==> config.mk <==
export PLATFORM = sky130hd
export DESIGN_NAME = poly_decim_fir
export DESIGN_NICKNAME = d
export VERILOG_FILES = /design/src/rtl/poly_fir_pkg.sv /design/src/rtl/poly_commutator.sv /design/src/rtl/poly_subfilter.sv /design/src/rtl/poly_sum.sv /design/src/rtl/poly_decim_fir.sv
export SDC_FILE = /design/constraint.sdc
export NUM_CORES = 2
export LEC_CHECK = 0
export BUFFER_PORTS_ARGS = -buffer_cell sky130_fd_sc_hd__buf_2
export CORE_AREA = 2 2 329 331
export CTS_BUF_LIST = sky130_fd_sc_hd__clkbuf_8
export DETAILED_ROUTE_END_ITERATION = 16
export DIE_AREA = 0 0 331 333
export PLACE_DENSITY = 0.76
export REMOVE_ABC_BUFFERS = 1
export SLEW_MARGIN = 20
export SYNTH_ARGS = -nofsm -noshare
export SYNTH_HDL_FRONTEND = slang
export SYNTH_SLANG_ARGS = --single-unit
==> constraint.sdc <==
create_clock -name clk -period 19.9 [get_ports clk]
set_clock_uncertainty 0.15 [all_clocks]
set_input_delay 4.975 -clock clk [delete_from_list [all_inputs] [get_ports clk]]
set_output_delay 4.975 -clock clk [all_outputs]
set_load 0.02 [all_outputs]
==> src/rtl/poly_fir_pkg.sv <==
package poly_fir_pkg;

    // Width that holds the sum of n_terms full-scale signed products without wrap.
    function automatic int acc_width(input int data_w, input int coef_w, input int n_terms);
        return data_w + coef_w + $clog2(n_terms);
    endfunction

    // Width of the selector phase register (at least one bit).
    function automatic int phase_width(input int decim);
        return (decim > 1) ? $clog2(decim) : 1;
    endfunction

endpackage

==> src/rtl/poly_commutator.sv <==
module poly_commutator #(
    parameter int DECIM = 4
) (
    input  logic             clk,
    input  logic             rst,
    input  logic             in_valid,
    output logic [DECIM-1:0] load_sel,
    output logic             group_end
);
    import poly_fir_pkg::*;

    localparam int PH_W = phase_width(DECIM);

    typedef struct packed {
        logic [PH_W-1:0] phase;
    } comm_st_t;

    comm_st_t st_d, st_q;

    always_comb begin
        int target;
        st_d     = st_q;
        load_sel = '0;
        // Sample with phase p feeds sub-filter (DECIM - p) mod DECIM.
        target   = (int'(st_q.phase) == 0) ? 0 : DECIM - int'(st_q.phase);
        for (int k = 0; k < DECIM; k++) begin
            load_sel[k] = in_valid && (k == target);
        end
        group_end = in_valid && (st_q.phase == '0);
        if (in_valid) begin
            if (int'(st_q.phase) == DECIM - 1) begin
                st_d.phase = '0;
            end else begin
                st_d.phase = st_q.phase + 1'b1;
            end
        end
    end

    always_ff @(posedge clk) begin
        if (rst) begin
            st_q <= '0;
        end else begin
            st_q <= st_d;
        end
    end

endmodule

==> src/rtl/poly_subfilter.sv <==
module poly_subfilter #(
    parameter int DATA_W = 16,
    parameter int COEF_W = 16,
    parameter int TAPS   = 4,
    parameter int ACC_W  = 36
) (
    input  logic                     clk,
    input  logic                     rst,
    input  logic                     load,
    input  logic [DATA_W-1:0]        sample,
    input  logic [TAPS*COEF_W-1:0]   coefs,
    output logic [ACC_W-1:0]         partial
);
    localparam int PROD_W = DATA_W + COEF_W;

    logic [DATA_W-1:0] line_d [TAPS];
    logic [DATA_W-1:0] line_q [TAPS];
    logic [PROD_W-1:0] prod   [TAPS];

    // Delay line moves only when this branch receives a sample.
    always_comb begin
        for (int j = 0; j < TAPS; j++) begin
            line_d[j] = line_q[j];
        end
        if (load) begin
            line_d[0] = sample;
            for (int j = 1; j < TAPS; j++) begin
                line_d[j] = line_q[j-1];
            end
        end
    end

    // Products use the updated line so the arriving sample counts at once.
    always_comb begin
        logic [ACC_W-1:0] acc;
        acc = '0;
        for (int j = 0; j < TAPS; j++) begin
            prod[j] = PROD_W'($signed(line_d[j]) * $signed(coefs[j*COEF_W +: COEF_W]));
            acc     = acc + {{(ACC_W-PROD_W){prod[j][PROD_W-1]}}, prod[j]};
        end
        partial = acc;
    end

    always_ff @(posedge clk) begin
        if (rst) begin
            for (int j = 0; j < TAPS; j++) begin
                line_q[j] <= '0;
            end
        end else begin
            for (int j = 0; j < TAPS; j++) begin
                line_q[j] <= line_d[j];
            end
        end
    end

endmodule

==> src/rtl/poly_sum.sv <==
module poly_sum #(
    parameter int NUM       = 4,
    parameter int ACC_W     = 36,
    parameter int OUT_W     = 20,
    parameter int OUT_SHIFT = 15
) (
    input  logic [NUM*ACC_W-1:0] partials,
    output logic [OUT_W-1:0]     result
);
    always_comb begin
        logic signed [ACC_W-1:0] total;
        logic signed [ACC_W-1:0] scaled;
        total = '0;
        for (int k = 0; k < NUM; k++) begin
            total = total + $signed(partials[k*ACC_W +: ACC_W]);
        end
        scaled = total >>> OUT_SHIFT;
        result = scaled[OUT_W-1:0];
    end

endmodule

==> src/rtl/poly_decim_fir.sv <==
module poly_decim_fir #(
    parameter int DATA_W    = 16,
    parameter int COEF_W    = 16,
    parameter int NUM_TAPS  = 16,
    parameter int DECIM     = 4,
    parameter int OUT_W     = 20,
    parameter int OUT_SHIFT = 15,
    // Tap i sits at bits [i*COEF_W +: COEF_W].
    parameter logic [NUM_TAPS*COEF_W-1:0] COEFS = {
        -16'sd90,   -16'sd250,  16'sd100,   16'sd900,
         16'sd2200,  16'sd3600, 16'sd4800,  16'sd5500,
         16'sd5600,  16'sd4900, 16'sd3700,  16'sd2300,
         16'sd980,   16'sd150,  -16'sd300,  -16'sd120
    }
) (
    input  logic              clk,
    input  logic              rst,
    input  logic              in_valid,
    input  logic [DATA_W-1:0] in_data,
    output logic              out_valid,
    output logic [OUT_W-1:0]  out_data
);
    import poly_fir_pkg::*;

    localparam int SUB_TAPS = NUM_TAPS / DECIM;
    localparam int ACC_W    = acc_width(DATA_W, COEF_W, NUM_TAPS);

    if (NUM_TAPS % DECIM != 0) begin : g_bad_length
        $error("NUM_TAPS must be a multiple of DECIM");
    end

    typedef struct packed {
        logic             vld;
        logic [OUT_W-1:0] dat;
    } out_st_t;

    out_st_t st_d, st_q;

    logic [DECIM-1:0]       load_sel;
    logic                   group_end;
    logic [DECIM*ACC_W-1:0] partials;
    logic [OUT_W-1:0]       summed;

    poly_commutator #(.DECIM(DECIM)) u_comm (
        .clk       (clk),
        .rst       (rst),
        .in_valid  (in_valid),
        .load_sel  (load_sel),
        .group_end (group_end)
    );

    for (genvar k = 0; k < DECIM; k++) begin : g_branch
        logic [SUB_TAPS*COEF_W-1:0] branch_coefs;
        // Branch k takes taps k, k+DECIM, k+2*DECIM, ...
        for (genvar j = 0; j < SUB_TAPS; j++) begin : g_pick
            assign branch_coefs[j*COEF_W +: COEF_W] = COEFS[(k + j*DECIM)*COEF_W +: COEF_W];
        end
        poly_subfilter #(
            .DATA_W (DATA_W),
            .COEF_W (COEF_W),
            .TAPS   (SUB_TAPS),
            .ACC_W  (ACC_W)
        ) u_sub (
            .clk     (clk),
            .rst     (rst),
            .load    (load_sel[k]),
            .sample  (in_data),
            .coefs   (branch_coefs),
            .partial (partials[k*ACC_W +: ACC_W])
        );
    end

    poly_sum #(
        .NUM       (DECIM),
        .ACC_W     (ACC_W),
        .OUT_W     (OUT_W),
        .OUT_SHIFT (OUT_SHIFT)
    ) u_sum (
        .partials (partials),
        .result   (summed)
    );

    always_comb begin
        st_d     = st_q;
        st_d.vld = group_end;
        if (group_end) begin
            st_d.dat = summed;
        end
    end

    always_ff @(posedge clk) begin
        if (rst) begin
            st_q <= '0;
        end else begin
            st_q <= st_d;
        end
    end

    assign out_valid = st_q.vld;
    assign out_data  = st_q.dat;

endmodule

==> impl_metrics.env <==
export IMPL_critPathLaunchType="primary input"
export IMPL_wl_met3_um=10400
export IMPL_start_util=0.598
export IMPL_post_cts_resized=0
export IMPL_synth_edf_count=0
export IMPL_drc=0
export IMPL_syn_area_um2=63700
export IMPL_htreeDepth=2
export IMPL_critical_path_required_ps=20350
export IMPL_synth_cell_types=75
export IMPL_drive_above_1_share=0.0422
export IMPL_drtIter0Drc=3410
export IMPL_hold_path_class="flop to flop"
export IMPL_cpMostUsedCell="fa_1"
export IMPL_cts_inserted_buffers=56
export IMPL_synthTopCellsByArea="fa_1 (28%), ha_1 (24%), inv_1 (10%)"
export IMPL_core_um2=107000
export IMPL_vias_per_cell=5.53
export IMPL_clock_path_buffers=3
export IMPL_wirelength_um=162000
export IMPL_finalMaxSlewViolations=0
export IMPL_rr_worst_depth=48
export IMPL_grtUsageTotal=0.303
export IMPL_vias=47003
export IMPL_layout_common_cells="inv_1 (1764), ha_1 (1219), fa_1 (890), nor2_1 (382), a21oi_1 (330)"
export IMPL_numPortBuffers=39
export IMPL_synth_largest_area_cell="fa_1"
export IMPL_layout_commonest_cell="inv_1"
export IMPL_fin_nets=9170
export IMPL_yosys_register_bits=279
export IMPL_hold_path_cell_count=2
export IMPL_postCtsHoldBufs=0
export IMPL_crit_arrival_ps=18180
export IMPL_avgSynthCellArea_um2=9.12
export IMPL_die_w_um=331
export IMPL_slew_headroom=0.207
export IMPL_ys_async_sr_fraction=0
export IMPL_dp_hpwl_um=139000
export IMPL_wl_per_cell_um=19.0
export IMPL_grt_overflow_total=0
export IMPL_met2_wirelength_um=74400
export IMPL_crit_path_end_kind="flop"
export IMPL_timing_fmax_mhz=56.4
export IMPL_timing_final_setup_violations=0
export IMPL_finalSetupTns_ps=0
export IMPL_row_count=120
export IMPL_slowest_stage="and2_2"
export IMPL_clock_sinks=279
export IMPL_cap_violations=0
export IMPL_first_pass_iters=6
export IMPL_ys_warn_count=0
export IMPL_met1_length_um=71000
export IMPL_ant_nets=0
export IMPL_syn_inst=6987
export IMPL_cts_setup_buffers=0
export IMPL_crit_type="primary input to flop"
export IMPL_ys_seq_area_frac=0.0877
export IMPL_antenna_found_initial=12
export IMPL_top_layer="met5"
export IMPL_tightestPinTransition_ps=1160
export IMPL_dieArea_um2=110000
export IMPL_grt_max_degree=82
export IMPL_min_period_ps=17730
export IMPL_finalCritPeriodShare=0.891
export IMPL_gp_congestion=0.979
export IMPL_yosys_most_used_dff="dfxtp_1"
export IMPL_synth_top_area_frac=0.280
export IMPL_cts_root_buffer="clkbuf_8"
export IMPL_max_stage_delay_ps=890
export IMPL_hold_violations=0
export IMPL_insertion_delay_ps=710
export IMPL_worstPathMaxFanout=33
export IMPL_grt_pass1_wl_um=260000
export IMPL_cts_tree="yes"
export IMPL_grt_pass1_vias=47793
export IMPL_ios=40
export IMPL_clk_pin_slew_ps=60
export IMPL_status="finished clean"
export IMPL_syn2layout_area_growth_pct=5.05
export IMPL_rsz0062_at_grt="false"
export IMPL_die_y_um=333
## synthesized netlist by cell type, types with 33 or more instances
cell	count
xnor2_1	295
o21a_1	33
dfxtp_1	279
mux2i_1	181
xor2_1	189
a21oi_1	330
o21ai_0	166
clkbuf_1	59
o21bai_1	41
and2_1	94
fa_1	890
a31oi_1	34
nor3_1	49
nor2b_1	56
mux2_2	84
nand2_1	220
ha_1	1219
nand3_1	63
a21o_1	194
nor2_1	382
nand2b_1	50
inv_1	1754
## path summary, 6_finish.rpt
kind	start	to	slack, ps
worst max-delay path	in_valid	out_data[19]	2170
worst min-delay path	out_data[5]	out_data[5]	310
worst max register to register	u_comm.st_q[0]	out_data[19]	6150
worst min register to register	out_data[5]	out_data[5]	310
## registers in the layout (all words and copies together), names as in the netlist
register and flops:
g_branch.u_sub.line_q 256, out_valid 1, out_data 20, u_comm.st_q 2
## metrics by stage
stage	hold WS [ps]	instance area (um^2)	setup slack (ps)	utilization	cells
global route	329	66900	1430	0.628	8492
CTS	307	66900	2310	0.628	8490
floorplan	288	63400	2260	-	6914
finish	307	66900	2170	0.628	8497
detailed placement	293	65700	1650	0.616	8387
global placement	291	65600	1770	0.616	8387
## final cells by class
cell class              instances  area [um^2]
multi-input cells            4880        51300
fillers                      8951        39700
inverters                    1755         6590
flip-flops and latches        279         5590
well taps                    1403         1760
clock buffers                  72          991
repair buffers                 70          434
clock inverters                31          254
diodes                          7         17.5
## critical path, delay by kind of cell
kind,cells,cell delay (ps)
simple gates,13,2350
xor+xnor,1,180
buf+inv,8,820
mux,1,580
fa+ha+maj,13,5930
compound gates,13,3250
## routing by layer
layer,global-route usage,vias to the layer above
met2,0.494,1320
met3,0.0368,263
met1,0.420,23016
met5,0,-
li1,-,22400
met4,0.0944,4
## kinds of logic (layout without fill, tap and decap cells)
kind of cell,Yosys count,after routing,share of synthesized area
compound gates,981,981,0.0981
xor+xnor,484,484,0.0665
simple gates,1039,1039,0.0771
other cells,1,8,0.0000589
fa+ha+maj,2109,2109,0.519
flops,279,279,0.0877
mux,266,266,0.0435
buf+inv,1828,1928,0.108
Power is left out: the tool's default activity adds up to more than one toggle a clock period on the data nets, which glitch-free logic cannot reach.
